[src/rtl/mux_bus_seq_pkg.sv]
package mux_bus_seq_pkg;

  typedef enum logic [2:0] {
    ST_IDLE = 3'd0,
    ST_T1   = 3'd1,
    ST_T2   = 3'd2,
    ST_T3   = 3'd3,
    ST_TW   = 3'd4,
    ST_T4   = 3'd5
  } bus_state_e;

  // status nibble shown on the upper lines from T2: {zeros, mem, write}
  function automatic logic [3:0] status_code(input logic mem, input logic wr);
    return {2'b00, mem, wr};
  endfunction

endpackage

[src/rtl/mux_bus_seq_fsm.sv]
module mux_bus_seq_fsm
  import mux_bus_seq_pkg::*;
(
  input  logic       clk,
  input  logic       rst_n,
  input  logic       start,
  input  logic       ready,
  output bus_state_e state,
  output logic       capture
);

  bus_state_e nxt;

  always_comb begin
    nxt = state;
    unique case (state)
      ST_IDLE: nxt = start ? ST_T1 : ST_IDLE;
      ST_T1:   nxt = ST_T2;
      ST_T2:   nxt = ST_T3;
      ST_T3,
      ST_TW:   nxt = ready ? ST_T4 : ST_TW;
      ST_T4:   nxt = start ? ST_T1 : ST_IDLE;
      default: nxt = ST_IDLE;
    endcase
  end

  assign capture = ((state == ST_T3) || (state == ST_TW)) && ready;

  always_ff @(posedge clk or negedge rst_n) begin
    if (!rst_n) state <= ST_IDLE;
    else        state <= nxt;
  end

  AST_WAIT_AFTER_LOW_READY: assert property (@(posedge clk) disable iff (!rst_n)
    (state == ST_TW) |-> (!$past(ready) &&
      ($past(state) == ST_T3 || $past(state) == ST_TW)));
  AST_T4_AFTER_READY: assert property (@(posedge clk) disable iff (!rst_n)
    (state == ST_T4) |-> $past(ready));
  AST_T1_FOLLOWS_START: assert property (@(posedge clk) disable iff (!rst_n)
    (state == ST_T1) |-> $past(start));

endmodule

[src/rtl/mux_bus_seq_hold.sv]
module mux_bus_seq_hold
  import mux_bus_seq_pkg::*;
#(
  parameter int ADDR_W = 20,
  parameter int DATA_W = 16
) (
  input  logic              clk,
  input  logic              rst_n,
  input  bus_state_e        state,
  input  logic              start,
  input  logic              capture,
  input  logic              in_mem,
  input  logic              in_wr,
  input  logic              in_bhe_n,
  input  logic [ADDR_W-1:0] in_addr,
  input  logic [DATA_W-1:0] in_wdata,
  input  logic [DATA_W-1:0] bus_in,
  output logic              mem_q,
  output logic              wr_q,
  output logic              bhe_n_q,
  output logic [ADDR_W-1:0] addr_q,
  output logic [DATA_W-1:0] wdata_q,
  output logic [DATA_W-1:0] rdata_q
);

  always_ff @(posedge clk or negedge rst_n) begin
    if (!rst_n) begin
      mem_q   <= 1'b0;
      wr_q    <= 1'b0;
      bhe_n_q <= 1'b1;
      addr_q  <= '0;
      wdata_q <= '0;
    end else if (start) begin
      mem_q   <= in_mem;
      wr_q    <= in_wr;
      bhe_n_q <= in_bhe_n;
      addr_q  <= in_addr;
      wdata_q <= in_wdata;
    end
  end

  always_ff @(posedge clk or negedge rst_n) begin
    if (!rst_n)                 rdata_q <= '0;
    else if (capture && !wr_q)  rdata_q <= bus_in;
  end

  AST_FIELDS_HELD: assert property (@(posedge clk) disable iff (!rst_n)
    (state inside {ST_T2, ST_T3, ST_TW, ST_T4}) |->
      ($stable(mem_q) && $stable(wr_q) && $stable(bhe_n_q) && $stable(wdata_q)));

endmodule

[src/rtl/mux_bus_seq_pins.sv]
module mux_bus_seq_pins
  import mux_bus_seq_pkg::*;
#(
  parameter int ADDR_W = 20,
  parameter int DATA_W = 16,
  localparam int HI_W  = ADDR_W - DATA_W
) (
  input  logic              clk,
  input  logic              rst_n,
  input  bus_state_e        state,
  input  logic              mem_q,
  input  logic              wr_q,
  input  logic              bhe_n_q,
  input  logic [ADDR_W-1:0] addr_q,
  input  logic [DATA_W-1:0] wdata_q,
  output logic              ale,
  output logic              mio,
  output logic              dtr,
  output logic              rd_n,
  output logic              wr_n,
  output logic              den_n,
  output logic              bhe_n,
  output logic [DATA_W-1:0] ad_out,
  output logic              ad_oe,
  output logic [HI_W-1:0]   addr_hi
);

  logic in_t1, data_ph, strobe_ph, active;
  logic [3:0] stat;

  assign in_t1     = (state == ST_T1);
  assign data_ph   = state inside {ST_T2, ST_T3, ST_TW, ST_T4};
  assign strobe_ph = state inside {ST_T2, ST_T3, ST_TW};
  assign active    = in_t1 || data_ph;
  assign stat      = status_code(mem_q, wr_q);

  always_comb begin
    ale   = in_t1;
    mio   = active && mem_q;
    dtr   = active && wr_q;
    bhe_n = active ? bhe_n_q : 1'b1;
    rd_n  = !(strobe_ph && !wr_q);
    wr_n  = !(strobe_ph && wr_q);
    den_n = !data_ph;
    ad_oe = in_t1 || (data_ph && wr_q);
    if (in_t1)                 ad_out = addr_q[DATA_W-1:0];
    else if (data_ph && wr_q)  ad_out = wdata_q;
    else                       ad_out = '0;
    if (in_t1)                 addr_hi = mem_q ? addr_q[ADDR_W-1:DATA_W] : '0;
    else if (data_ph)          addr_hi = HI_W'(stat);
    else                       addr_hi = '0;
  end

  AST_STROBE_EXCL: assert property (@(posedge clk) disable iff (!rst_n)
    !(!rd_n && !wr_n));
  AST_ALE_SINGLE: assert property (@(posedge clk) disable iff (!rst_n)
    ale |=> !ale);
  AST_READ_FLOATS: assert property (@(posedge clk) disable iff (!rst_n)
    !rd_n |-> !ad_oe);
  AST_WRITE_DRIVES: assert property (@(posedge clk) disable iff (!rst_n)
    !wr_n |-> (ad_oe && !den_n));
  AST_DIR_HELD: assert property (@(posedge clk) disable iff (!rst_n)
    (!den_n && !$past(den_n)) |-> ($stable(dtr) && $stable(mio)));

endmodule

[src/rtl/mux_bus_seq.sv]
module mux_bus_seq
  import mux_bus_seq_pkg::*;
#(
  parameter int ADDR_W = 20,
  parameter int DATA_W = 16,
  localparam int HI_W  = ADDR_W - DATA_W
) (
  input  logic              clk,
  input  logic              rst_n,
  input  logic              req_valid,
  output logic              req_ready,
  input  logic              req_mem,
  input  logic              req_write,
  input  logic              req_bhe_n,
  input  logic [ADDR_W-1:0] req_addr,
  input  logic [DATA_W-1:0] req_wdata,
  output logic              rsp_valid,
  output logic [DATA_W-1:0] rsp_rdata,
  input  logic              ready,
  output logic              ale,
  output logic              mio,
  output logic              dtr,
  output logic              rd_n,
  output logic              wr_n,
  output logic              den_n,
  output logic              bhe_n,
  output logic [DATA_W-1:0] ad_out,
  output logic              ad_oe,
  input  logic [DATA_W-1:0] ad_in,
  output logic [HI_W-1:0]   addr_hi
);

  bus_state_e        state;
  logic              start, capture;
  logic              mem_q, wr_q, bhe_n_q;
  logic [ADDR_W-1:0] addr_q;
  logic [DATA_W-1:0] wdata_q, rdata_q;

  assign req_ready = (state == ST_IDLE) || (state == ST_T4);
  assign start     = req_valid && req_ready;
  assign rsp_valid = (state == ST_T4);
  assign rsp_rdata = rdata_q;

  mux_bus_seq_fsm u_fsm (
    .clk(clk), .rst_n(rst_n), .start(start), .ready(ready),
    .state(state), .capture(capture)
  );

  mux_bus_seq_hold #(.ADDR_W(ADDR_W), .DATA_W(DATA_W)) u_hold (
    .clk(clk), .rst_n(rst_n), .state(state), .start(start), .capture(capture),
    .in_mem(req_mem), .in_wr(req_write), .in_bhe_n(req_bhe_n),
    .in_addr(req_addr), .in_wdata(req_wdata), .bus_in(ad_in),
    .mem_q(mem_q), .wr_q(wr_q), .bhe_n_q(bhe_n_q),
    .addr_q(addr_q), .wdata_q(wdata_q), .rdata_q(rdata_q)
  );

  mux_bus_seq_pins #(.ADDR_W(ADDR_W), .DATA_W(DATA_W)) u_pins (
    .clk(clk), .rst_n(rst_n), .state(state),
    .mem_q(mem_q), .wr_q(wr_q), .bhe_n_q(bhe_n_q),
    .addr_q(addr_q), .wdata_q(wdata_q),
    .ale(ale), .mio(mio), .dtr(dtr), .rd_n(rd_n), .wr_n(wr_n),
    .den_n(den_n), .bhe_n(bhe_n), .ad_out(ad_out), .ad_oe(ad_oe),
    .addr_hi(addr_hi)
  );

  AST_RSP_SINGLE: assert property (@(posedge clk) disable iff (!rst_n)
    rsp_valid |=> !rsp_valid);
  AST_NO_TAKE_BUSY: assert property (@(posedge clk) disable iff (!rst_n)
    (ale || (!den_n && !rsp_valid)) |-> !req_ready);

endmodule

[config.mk]
export PLATFORM = sky130hd
export DESIGN_NAME = mux_bus_seq
export DESIGN_NICKNAME = d
export VERILOG_FILES = /design/src/rtl/mux_bus_seq_pkg.sv /design/src/rtl/mux_bus_seq_fsm.sv /design/src/rtl/mux_bus_seq_hold.sv /design/src/rtl/mux_bus_seq_pins.sv /design/src/rtl/mux_bus_seq.sv
export SDC_FILE = /design/constraint.sdc
export NUM_CORES = 1
export LEC_CHECK = 0
export BUFFER_PORTS_ARGS = -buffer_cell sky130_fd_sc_hd__buf_2
export CORE_UTILIZATION = 44
export DETAILED_ROUTE_END_ITERATION = 8
export PLACE_DENSITY_LB_ADDON = 0.2
export SYNTH_ARGS = -nofsm -noshare
export SYNTH_HDL_FRONTEND = slang
export SYNTH_SLANG_ARGS = --single-unit
[constraint.sdc]
create_clock -name clk -period 1.9 [get_ports clk]
set_clock_uncertainty 0.05 [all_clocks]
set_input_delay 0.38 -clock clk [delete_from_list [all_inputs] [get_ports clk]]
set_output_delay 0.38 -clock clk [all_outputs]
set_load 0.05 [all_outputs]
Word level (Yosys, flattened, before mapping). Index checks and enable logic that the tools add are counted.

Equality and inequality tests: 5. Mux-type cells: 9. Reduce and logical (&&, ||, !) cells: 21.

Operators by type and width (count): $mux 16 (2); $pmux 3 s4 (1); $logic_and 1x1->1 (8); $mux 4 (2); $eq 3x2->1 const B (2); $eq 3x3->1 const B (2); $logic_not 1->1 (4); $logic_or 1x1->1 (4); $reduce_bool 4->1 (1); $reduce_or 2->1 (2); $eq 3x1->1 const B (1); $logic_not 3->1 (1); $mux 1 (3); $reduce_bool 3->1 (1); $mux 2 (1).

Flip-flop bits (word level): 58. Input bits: 59. Output and inout bits: 46. Logic and storage cells: 42.

Logic depth before layout (Yosys ltp). Gate-level depths: netlist (run 1).

Depth after elaboration: 5. Depth in mapped cells: 7. Depth with buffers taken out: 5.

By module. A second synthesis (run 1) with hierarchy kept.

Cell total of the unflattened synthesis: 238. Area total of the unflattened synthesis: 3030.4 um^2.

Modules (own cells, without submodules): mux_bus_seq_hold (times used 1, cells an instance 117, area an instance 2092.0 um^2, seq. area each 1377.6 um^2); mux_bus_seq_pins (times used 1, cells an instance 101, area an instance 749.5 um^2, seq. area each 0.0 um^2); mux_bus_seq_fsm (times used 1, cells an instance 15, area an instance 156.4 um^2, seq. area each 75.1 um^2); mux_bus_seq (times used 1, cells an instance 5, area an instance 32.5 um^2, seq. area each 0.0 um^2).

Worst setup path before layout (run 1). Ideal clock, no wire load.

Path kind: register to output. Start point: reg u_fsm.state[2]. End point: out ad_out[10]. Arrival: 2153 ps. Required time: 1470 ps. Slack: -683 ps. Stages on the path, launching flop included: 8. Path through: dfrtp_1 buf_4 inv_1 ha_1 nand2b_1 nor2_2 buf_2 a22o_1.

Cells in the longest elaborated chain, start to end: 5. Elaborated cells on any way between the ends: 9. Those cells by class: eq/ne: 5; mux: 2; reduce/logical: 2.

Ends and longest elaborated chain: from (decl) (line mux_bus_seq_fsm.sv:8) `output bus_state_e state,`; from (signal assigned) (line mux_bus_seq_fsm.sv:31) `else state <= nxt;`; $eq 3x2->1 / $eq 3x3->1 (equally long branches) (line mux_bus_seq_pins.sv:32) `assign data_ph = state inside {ST_T2, ST_T3, ST_TW, ST_T4};`; $reduce_bool 4->1 (line mux_bus_seq_pins.sv:32); $logic_and 1x1->1 (line mux_bus_seq_pins.sv:47) `else if (data_ph && wr_q) ad_out = wdata_q;`; $mux 16 (line mux_bus_seq_pins.sv:47); $mux 16 * (line mux_bus_seq_pins.sv:46) `if (in_t1) ad_out = addr_q[DATA_W-1:0];`; to (decl) (line mux_bus_seq.sv:27) `output logic [DATA_W-1:0] ad_out,`.

Mark *: on every way between the ends. The rest lies on a longest branch, timed or not.

Final worst setup path (run 1).
Start point: reg u_fsm.state[2]. End point: out ad_out[11].

Same word-level chain as after synthesis.

==> results.md, run 1 <==
* Die ar. at 6490 µm²
* Actual slew at the worst max-slew pin at 0.310 ns
* Worst setup EP type: output pin
* Final net count at 404
* Post-synthesis sequential area ratio at 53.5%
* DRT Pass-1 Iters at 5
* Root buf cell: clkbuf_8
* Row cnt at 28
* Async S/R FF share, synth at 100%
* Drt drc at 0
* Routed WL at 8270 µm
* Worst slew margin at 79.4%
* Initial Utilization at 45.8%
* CTS clock-pin slew for the worst setup and hold paths at 0.07 ns
* CTS tree: done
* GR Overflow Total at 0
* Initial DRC count at 126
* Final TNS setup at -20.22 ns
* Worst hold path type: in -> reg
* Routed len/inst at 19.6 µm
* Synth Warn # at 0
* Sink Count at 58
* Syn-to-layout area delta at 70.0%
* I/O pins at 105
* Most common cell in the netlist: dfrtp_1
* Die height at 80.5 µm
* Vias at 2,324
* Antenna Nets Post-Route at 0
* Vias in the first global route at 2,186
* Final Hold Viols at 0
* Final setup violation count at 67
* Area contributors post-synth: dfrtp_1 53%, mux2_2 12%, o221a_2 6.6%, a22o_1 5.2%, mux2_1 4.1%
* Clock buffer depth at 2
* Yosys reg bits at 58
* Startpoint class of the critical path: flip-flop
* GPL Wtd Cong at 0.782
* WP data required at 1.47 ns
* H-tree Lvls at 3
* EDFF count, synth at 0
* Vias/cell at 5.49
* Max frequency at 0.428 GHz
* Pins Over Slew Limit at 0
* Largest net degree at the start of global routing at 59
* First-pass GRT wire length at 11,000 µm
* Number of library cell types mapped by synthesis at 36
* WHS Path Cells at 2
* Max_cap viols at 0
* Average cell area after synthesis at 13.6 µm²
* Synth Instances at 200
* Final WS setup at -0.438 ns
* Fin crit period at 2.34 ns
* RSZ-0062 raised after global routing: true
* Top cell type's share of synthesized area at 52.6%
* # diodes at 0
* Die width at 80.5 µm
* CP arrival at 1.91 ns
* Run status: finished with violations
* GRT Total Usage at 23.0%
* Core ar. at 5920 µm²
* Synthesized area at 2710 µm²
* Crit Path Max Fanout at 17
* CTS Buf Count at 9
* R2R depth at 10
* Syn Nets at 261
* Fin crit share at 123%
* Failing checks: setup timing
* Layout cell share with drive strength beyond 1 at 73.9%
* Post-synth top cells: 57 x dfrtp_1, 29 x mux2_2, 16 x a22o_1, 16 x o221a_2, 16 x or3_1
* Worst-Skew Late Latency at 0.34 ns
* I/O Buffers at 104
* Critical path class: reg -> out
* Placement Cell Area at 3590 µm²
* Fin area at 4610 µm²
* Cell taking the most area after synthesis: dfrtp_1
* Initial antenna violation count at 0
* Most used DFF post-synth: dfrtp_1
* HPWL Detailed at 4380 µm
[flip-flops by register name (all words and copies together) (netlist names)]
register	count
u_fsm.state	3
u_hold.addr_q	20
u_hold.bhe_n_q	1
u_hold.mem_q	1
u_hold.rdata_q	16
u_hold.wdata_q	16
u_hold.wr_q	1
[repair_timing]
| item | 4_1_cts | 5_1_grt |
|---|---|---|
| setup buffers | 10 | 13 |
| hold buffers | 1 | 0 |
| gates cloned | 0 | 8 |
| pin swaps | 4 | 5 |
| setup endpoints to repair | 28 | 85 |
| endpoints found under the hold margin | 34 | 0 |
| resized for setup | 79 | 58 |
[cell usage in the layout (no fill, tap or decap), types with 2 or more instances in the layout]
| cell type | netlist | layout |
|---|---|---|
| a22o_4 | 0 | 16 |
| and3_4 | 0 | 2 |
| buf_12 | 0 | 7 |
| buf_2 | 4 | 74 |
| buf_4 | 5 | 21 |
| buf_6 | 2 | 31 |
| buf_8 | 1 | 9 |
| bufinv_16 | 0 | 2 |
| clkbuf_16 | 0 | 5 |
| clkbuf_8 | 0 | 11 |
| clkinv_4 | 0 | 2 |
| dfrtp_1 | 57 | 57 |
| mux2_4 | 0 | 39 |
| nand2_1 | 3 | 2 |
| nor2_1 | 4 | 4 |
| nor2b_4 | 2 | 2 |
| o21ai_0 | 4 | 2 |
| o21ai_2 | 0 | 2 |
| o221a_2 | 16 | 16 |
| or3_1 | 16 | 16 |
[area by class of cell]
type	count	area [µm²]
clock buffer	12	155
clock inverter	4	73.8
fill	347	1310
inverter	3	18.8
multi-input combinational	123	1530
sequential	58	1450
tap	75	93.8
timing repair buffer	148	1290
[worst max-delay path: stages, from the launching register on]
cell and delay [ns]:
dfrtp_1 0.39, buf_4 0.15, inv_4 0.06, ha_4 0.21
nand2b_4 0.15, nor2_4 0.13, buf_12 0.18, a22o_4 0.14
buf_8 0.14
[metrics by stage]
| step | util, % | hold WS [ns] | instances | worst slack [ns] |
|---|---|---|---|---|
| 6_report | 77.9 | 0.216 | 423 | -0.438 |
| 4_1_cts | 70.4 | 0.195 | 404 | -0.449 |
| 3_3_place_gp | 60.6 | 0.357 | 378 | -0.298 |
| 3_5_place_dp | 60.6 | 0.354 | 378 | -0.346 |
| 5_1_grt | 77.9 | 0.209 | 423 | -0.482 |
| 2_1_floorplan | - | 0.0344 | 200 | -0.306 |
[path summary, 6_finish.rpt]
check / from / endpoint / slack, ns
max reg2reg: u_fsm.state[2] / u_hold.addr_q[1] / -0.32
max: u_fsm.state[2] / ad_out[11] / -0.44
min in group asynchronous: rst_n / u_hold.rdata_q[6] / 0.52
min: req_wdata[8] / u_hold.wdata_q[8] / 0.22
min reg2reg: u_hold.addr_q[9] / u_hold.addr_q[9] / 0.48
max in group asynchronous: rst_n / u_hold.bhe_n_q / 0.98
[routing by layer]
metal / global-route usage [%] / part of all wire [%]
met1: 28.7 / 42
met2: 35.4 / 51
met3: 8.64 / 5.5
met4: 10.0 / 2.1
met5: 0 / 0
[cells by family after synthesis]
logic type / Yosys count / synth area share [%]
AOI/OAI and AO/OA: 41 / 14.1
xor gates and xnor gates: 1 / 0.323
adders and majority gates: 2 / 0.922
buffers and inverters: 19 / 4.47
DFF: 58 / 53.5
muxes: 40 / 16.6
and+or+nand+nor: 39 / 10.1
Power of run 1 is left out: the tool's default activity adds up to more than one toggle a clock period on the data nets, which glitch-free logic cannot reach.
==> run 2, diff against run 1 <==
--- a/config.mk
+++ b/config.mk
@@ -8,6 +8,7 @@
 export BUFFER_PORTS_ARGS = -buffer_cell sky130_fd_sc_hd__buf_2
 export CORE_UTILIZATION = 44
 export DETAILED_ROUTE_END_ITERATION = 8
+export GPL_TIMING_DRIVEN = 0
 export PLACE_DENSITY_LB_ADDON = 0.2
 export SYNTH_ARGS = -nofsm -noshare
 export SYNTH_HDL_FRONTEND = slang
==> results.md, run 2 (synthesis gave the netlist of run 1 again) <==
* Core ar. at 5920 µm²
* R2R depth at 8
* Vias at 2,258
* Uppermost routed layer: met4
* Vias in the first global route at 2,338
* Routed met3 length at 432 µm
* Antenna Nets Post-Route at 0
* Final net count at 400
* Startpoint class of the critical path: flip-flop
* # diodes at 0
* Actual slew at the worst max-slew pin at 0.750 ns
* Worst r2r src: u_fsm.state[2]
* Critical path class: reg -> out
* H-tree Lvls at 3
* WL met2 at 4220 µm
* Max frequency at 0.421 GHz
* RSZ-0062 raised after global routing: true
* Largest net degree at the start of global routing at 59
* Layout cell share with drive strength beyond 1 at 73.3%
* Drt drc at 0
* Syn-to-layout area delta at 65.1%
* DRT Pass-1 Iters at 4
* Final Hold Viols at 0
* GPL Wtd Cong at 0.770
* Initial antenna violation count at 0
* CTS Buf Count at 9
* Clock buffer depth at 2
* Top flop regs: u_hold.addr_q x20, u_hold.rdata_q x16, u_hold.wdata_q x16
* Die height at 80.5 µm
* Largest register FFs at 20
* I/O Buffers at 104
* Die ar. at 6490 µm²
* Worst slew margin at 50.0%
* Root buf cell: clkbuf_8
* Sink Count at 58
* Worst hold path type: in -> async
* Max_cap viols at 0
* WP data required at 1.47 ns
* Routed WL at 7890 µm
* I/O pins at 105
* Die width at 80.5 µm
* Run status: finished with violations
* CTS clock-pin slew for the worst setup and hold paths at 0.06 ns
* Critical Path Sink: addr_hi[2]
* Initial Utilization at 45.8%
* Number of fill cells at 378
* Commonest non-fill, non-tap cell in the layout: buf_2
* Post-CTS Hold Buffers at 0
* Wl on met1 at 3180 µm
* Reg2Reg Capture Point: u_hold.addr_q[11]
* Commonest cells after routing, fill and taps aside: 73 x buf_2, 55 x dfrtp_1, 24 x buf_8
* Routed len/inst at 18.8 µm
* GR Overflow Total at 0
* Row cnt at 28
* Final WS setup at -0.474 ns
* Failing checks: setup timing
* Worst setup EP type: output pin
* Pins Over Slew Limit at 0
* R2R setup slack at -0.10 ns
* First-pass GRT wire length at 11,600 µm
* Fin Hold WS at 0.0484 ns
* CP arrival at 1.94 ns
* Worst-Skew Late Latency at 0.33 ns
* Reg with most FFs: u_hold.addr_q
* CTS tree: done
* Fin crit share at 125%
* Crit Path Max Fanout at 5
* Crit path launch: u_fsm.state[1]
* Fin crit period at 2.37 ns
* Initial DRC count at 76
* Final setup violation count at 59
* HPWL Detailed at 4560 µm
* Vias/cell at 5.39
* GRT Total Usage at 24.3%
==> run 2: changes by cell type in the layout (fill, tap and decap cells not counted), sizes merged <==
| cell | change |
|---|---|
| clkinv | -3 |
| bufinv | -2 |
| clkbuf | +1 |
| dlygate4sd3 | -1 |
| inv | +1 |
==> run 2: area by class of cell <==
class                           count  area [µm²]  share of cell area (%)
Timing Repair Buffer              131        1110                    24.8
Multi-Input combinational cell    123        1470                    32.7
Clock buffer                       16         170                    3.80
Buffer                             13         169                    3.77
Sequential cell                    58        1460                    32.5
Tap cell                           75        93.8                    2.09
Inverter                            3        16.3                   0.363
==> run 2: routing by layer <==
metal / GRT usage (%) / vias up
met5: 0 / -
met1: 27.6 / 1148
met2: 42.7 / 69
met4: 6.61 / 0
li1: - / 1035
met3: 8.64 / 6
==> run 2: timing repair <==
item,CTS,global route
gates cloned,2,1
pin swaps,5,6
endpoints found under the setup margin,29,79
resized for setup,102,43
setup buffers,17,7
hold endpoints to repair,0,0
==> run 2: metrics by stage <==
| stage | instance area [µm²] | utilization [%] | TNS (ns) | instances | setup slack, ns |
|---|---|---|---|---|---|
| 2_1_floorplan | 2970 | - | -2.70 | 200 | -0.306 |
| 3_3_place_gp | 3590 | 60.6 | -6.81 | 379 | -0.387 |
| 3_5_place_dp | 3590 | 60.6 | -6.85 | 379 | -0.395 |
| 4_1_cts | 4280 | 72.3 | -16.52 | 414 | -0.486 |
| 5_1_grt | 4480 | 75.7 | -16.34 | 419 | -0.539 |
| 6_report | 4480 | 75.7 | -12.77 | 419 | -0.474 |
==> run 2: how the worst min path moves through the flow <==
stage                                 start                  to  slack, ns  depth (start not counted)
after floorplan                       rst_n      u_fsm.state[0]       0.03                          0
after global placement    u_hold.addr_q[13]   u_hold.addr_q[13]       0.44                          1
after detailed placement   u_hold.addr_q[9]    u_hold.addr_q[9]       0.45                          1
after CTS                      req_addr[16]   u_hold.addr_q[16]       0.20                          2
after global routing                  rst_n  u_hold.rdata_q[10]       0.09                          1
final                                 rst_n  u_hold.rdata_q[10]       0.05                          1
==> run 2: critical path, stage by stage, from the launching register on <==
cell and delay (ns):
dfrtp_2 0.40, buf_6 0.12, or3b_4 0.43, inv_4 0.10
buf_8 0.13, buf_12 0.11, and3_4 0.18, buf_8 0.14
Power of run 2 is left out for the same reason.
==> run 3, diff against run 2 <==
--- a/config.mk
+++ b/config.mk
@@ -5,9 +5,9 @@
 export SDC_FILE = /design/constraint.sdc
 export NUM_CORES = 1
 export LEC_CHECK = 0
-export BUFFER_PORTS_ARGS = -buffer_cell sky130_fd_sc_hd__buf_2
-export CORE_UTILIZATION = 44
+export CORE_UTILIZATION = 50
 export DETAILED_ROUTE_END_ITERATION = 8
+export DONT_BUFFER_PORTS = 1
 export GPL_TIMING_DRIVEN = 0
 export PLACE_DENSITY_LB_ADDON = 0.2
 export SYNTH_ARGS = -nofsm -noshare
==> results.md, run 3 (synthesis gave the netlist of run 1 again) <==
* Largest register FFs at 20
* Max_cap viols at 0
* I/O pins at 105
* Final TNS setup at -20.27 ns
* Final WS setup at -0.459 ns
* CTS tree: done
* Final Hold Viols at 0
* Routed len/inst at 23.0 µm
* Slowest stage delay, CP at 0.44 ns
* Max frequency at 0.424 GHz
* GPL Wtd Cong at 0.780
* GR Overflow Total at 0
* Root buf cell: clkbuf_8
* Placement Cell Area at 3060 µm²
* Layout cell share with drive strength beyond 1 at 63.1%
* Sink Count at 58
* Crit-path cells: buf_8 > or3b_4 > inv_6 > nor2_4 > buf_12 > a22o_4
* Critical Path Slowest Stage Cell: dfrtp_2
* Vias at 1,921
* Worst hold path type: in -> reg
* Vias in the first global route at 1,990
* First-pass GRT wire length at 10,200 µm
* Clock buffer depth at 2
* HP Start: req_addr[6]
* Critical path class: reg -> out
* Antenna Nets Post-Route at 0
* Top flop regs: u_hold.addr_q x20, u_hold.rdata_q x16, u_hold.wdata_q x16
* Final net count at 300
* CP arrival at 1.93 ns
* # diodes at 0
* Worst-Skew Late Latency at 0.34 ns
* Die width at 75.7 µm
* Worst slew margin at 61.6%
* RSZ-0062 raised after global routing: true
* Initial DRC count at 85
* Crit path launch: u_fsm.state[1]
* Initial Utilization at 52.5%
* Die height at 75.7 µm
* Actual slew at the worst max-slew pin at 0.574 ns
* Reg with most FFs: u_hold.addr_q
* I/O Buffers at 0
* Routed WL at 7230 µm
* HPWL Detailed at 4620 µm
* Commonest non-fill, non-tap cell in the layout: dfrtp_1
* Drt drc at 0
* Vias/cell at 6.12
* Initial antenna violation count at 0
* CTS clock-pin slew for the worst setup and hold paths at 0.07 ns
* DRT Pass-1 Iters at 4
* R2R depth at 9
* Worst r2r src: u_fsm.state[2]
* Die ar. at 5730 µm²
* Fin crit share at 124%
* Failing checks: setup timing
* Fin area at 3780 µm²
* Fin crit period at 2.36 ns
* Syn-to-layout area delta at 39.1%
* Commonest cells after routing, fill and taps aside: 55 x dfrtp_1, 26 x mux2_2, 16 x a22o_4, 16 x or3_1, 16 x o221a_2
* Run status: finished with violations
* Row cnt at 26
* Final setup violation count at 78
* WHS Path Cells at 1
* Crit Path Max Fanout at 10
* CTS Buf Count at 9
* H-tree Lvls at 3
* Largest net degree at the start of global routing at 59
* GRT Total Usage at 25.4%
* Core ar. at 5170 µm²
* Pins Over Slew Limit at 0
* Startpoint class of the critical path: flip-flop
* Worst setup EP type: output pin
* WP data required at 1.47 ns
run 3: changes by cell type in the layout (fill, tap and decap cells not counted), moves of 2 or more:
cell / delta
clkbuf_1: -4
buf_8: -21
buf_4: -2
clkbuf_16: +2
clkinvlp_4: +3
inv_6: +2
buf_2: -73
mux2_2: +5
mux2_4: -5
clkbuf_8: -2
buf_6: -8
run 3: final cells by class:
class,instances,area [µm²]
Multi-Input combinational cell,123,1470
Sequential cell,58,1460
Fill cell,315,1400
Timing Repair Buffer,29,350
Buffer,15,200
Clock buffer,10,128
Tap cell,70,87.6
Clock inverter,6,66.3
Inverter,3,18.8
run 3: stage by stage:
step                util [%]  worst slack (ns)  hold WS, ns  instances
CTS                     68.5            -0.477        0.117        301
floorplan                  -            -0.306       0.0344        200
finish                  73.0            -0.459        0.132        314
global route            73.0            -0.508        0.117        314
detailed placement      59.1            -0.355       0.0356        270
global placement        59.1            -0.353       0.0357        270
run 3: final timing paths:
path	end	slack, ns
worst max register to register	u_hold.wdata_q[2]	-0.27
max in group asynchronous	u_hold.bhe_n_q	1.00
worst max-delay path	ad_out[9]	-0.46
min in group asynchronous	u_hold.rdata_q[8]	0.53
worst min-delay path	u_hold.addr_q[6]	0.13
worst min register to register	u_hold.addr_q[18]	0.48
run 3: routing by layer:
metal / vias to the layer above / global-route usage [%] / wire length [µm]
li1: 839 / - / -
met1: 971 / 27.3 / 2790
met2: 90 / 45.8 / 3860
met3: 21 / 8.07 / 402
met4: 0 / 11.1 / 176
met5: - / 0 / 0
run 3: worst max-delay path, delay by kind of cell (launching register included):
family	cells	cell delay, ns
DFF	1	0.44
buffers and inverters	3	0.38
AOI/OAI and AO/OA	1	0.29
and+or+nand+nor	2	0.46
run 3: what timing repair did:
action	in CTS	in global routing
pin swaps	9	8
setup endpoints to repair	29	78
hold endpoints to repair	58	0
resized for setup	33	27
setup buffers	12	10
hold buffers	2	0
cloned	1	4
Power of run 3 is left out for the same reason.
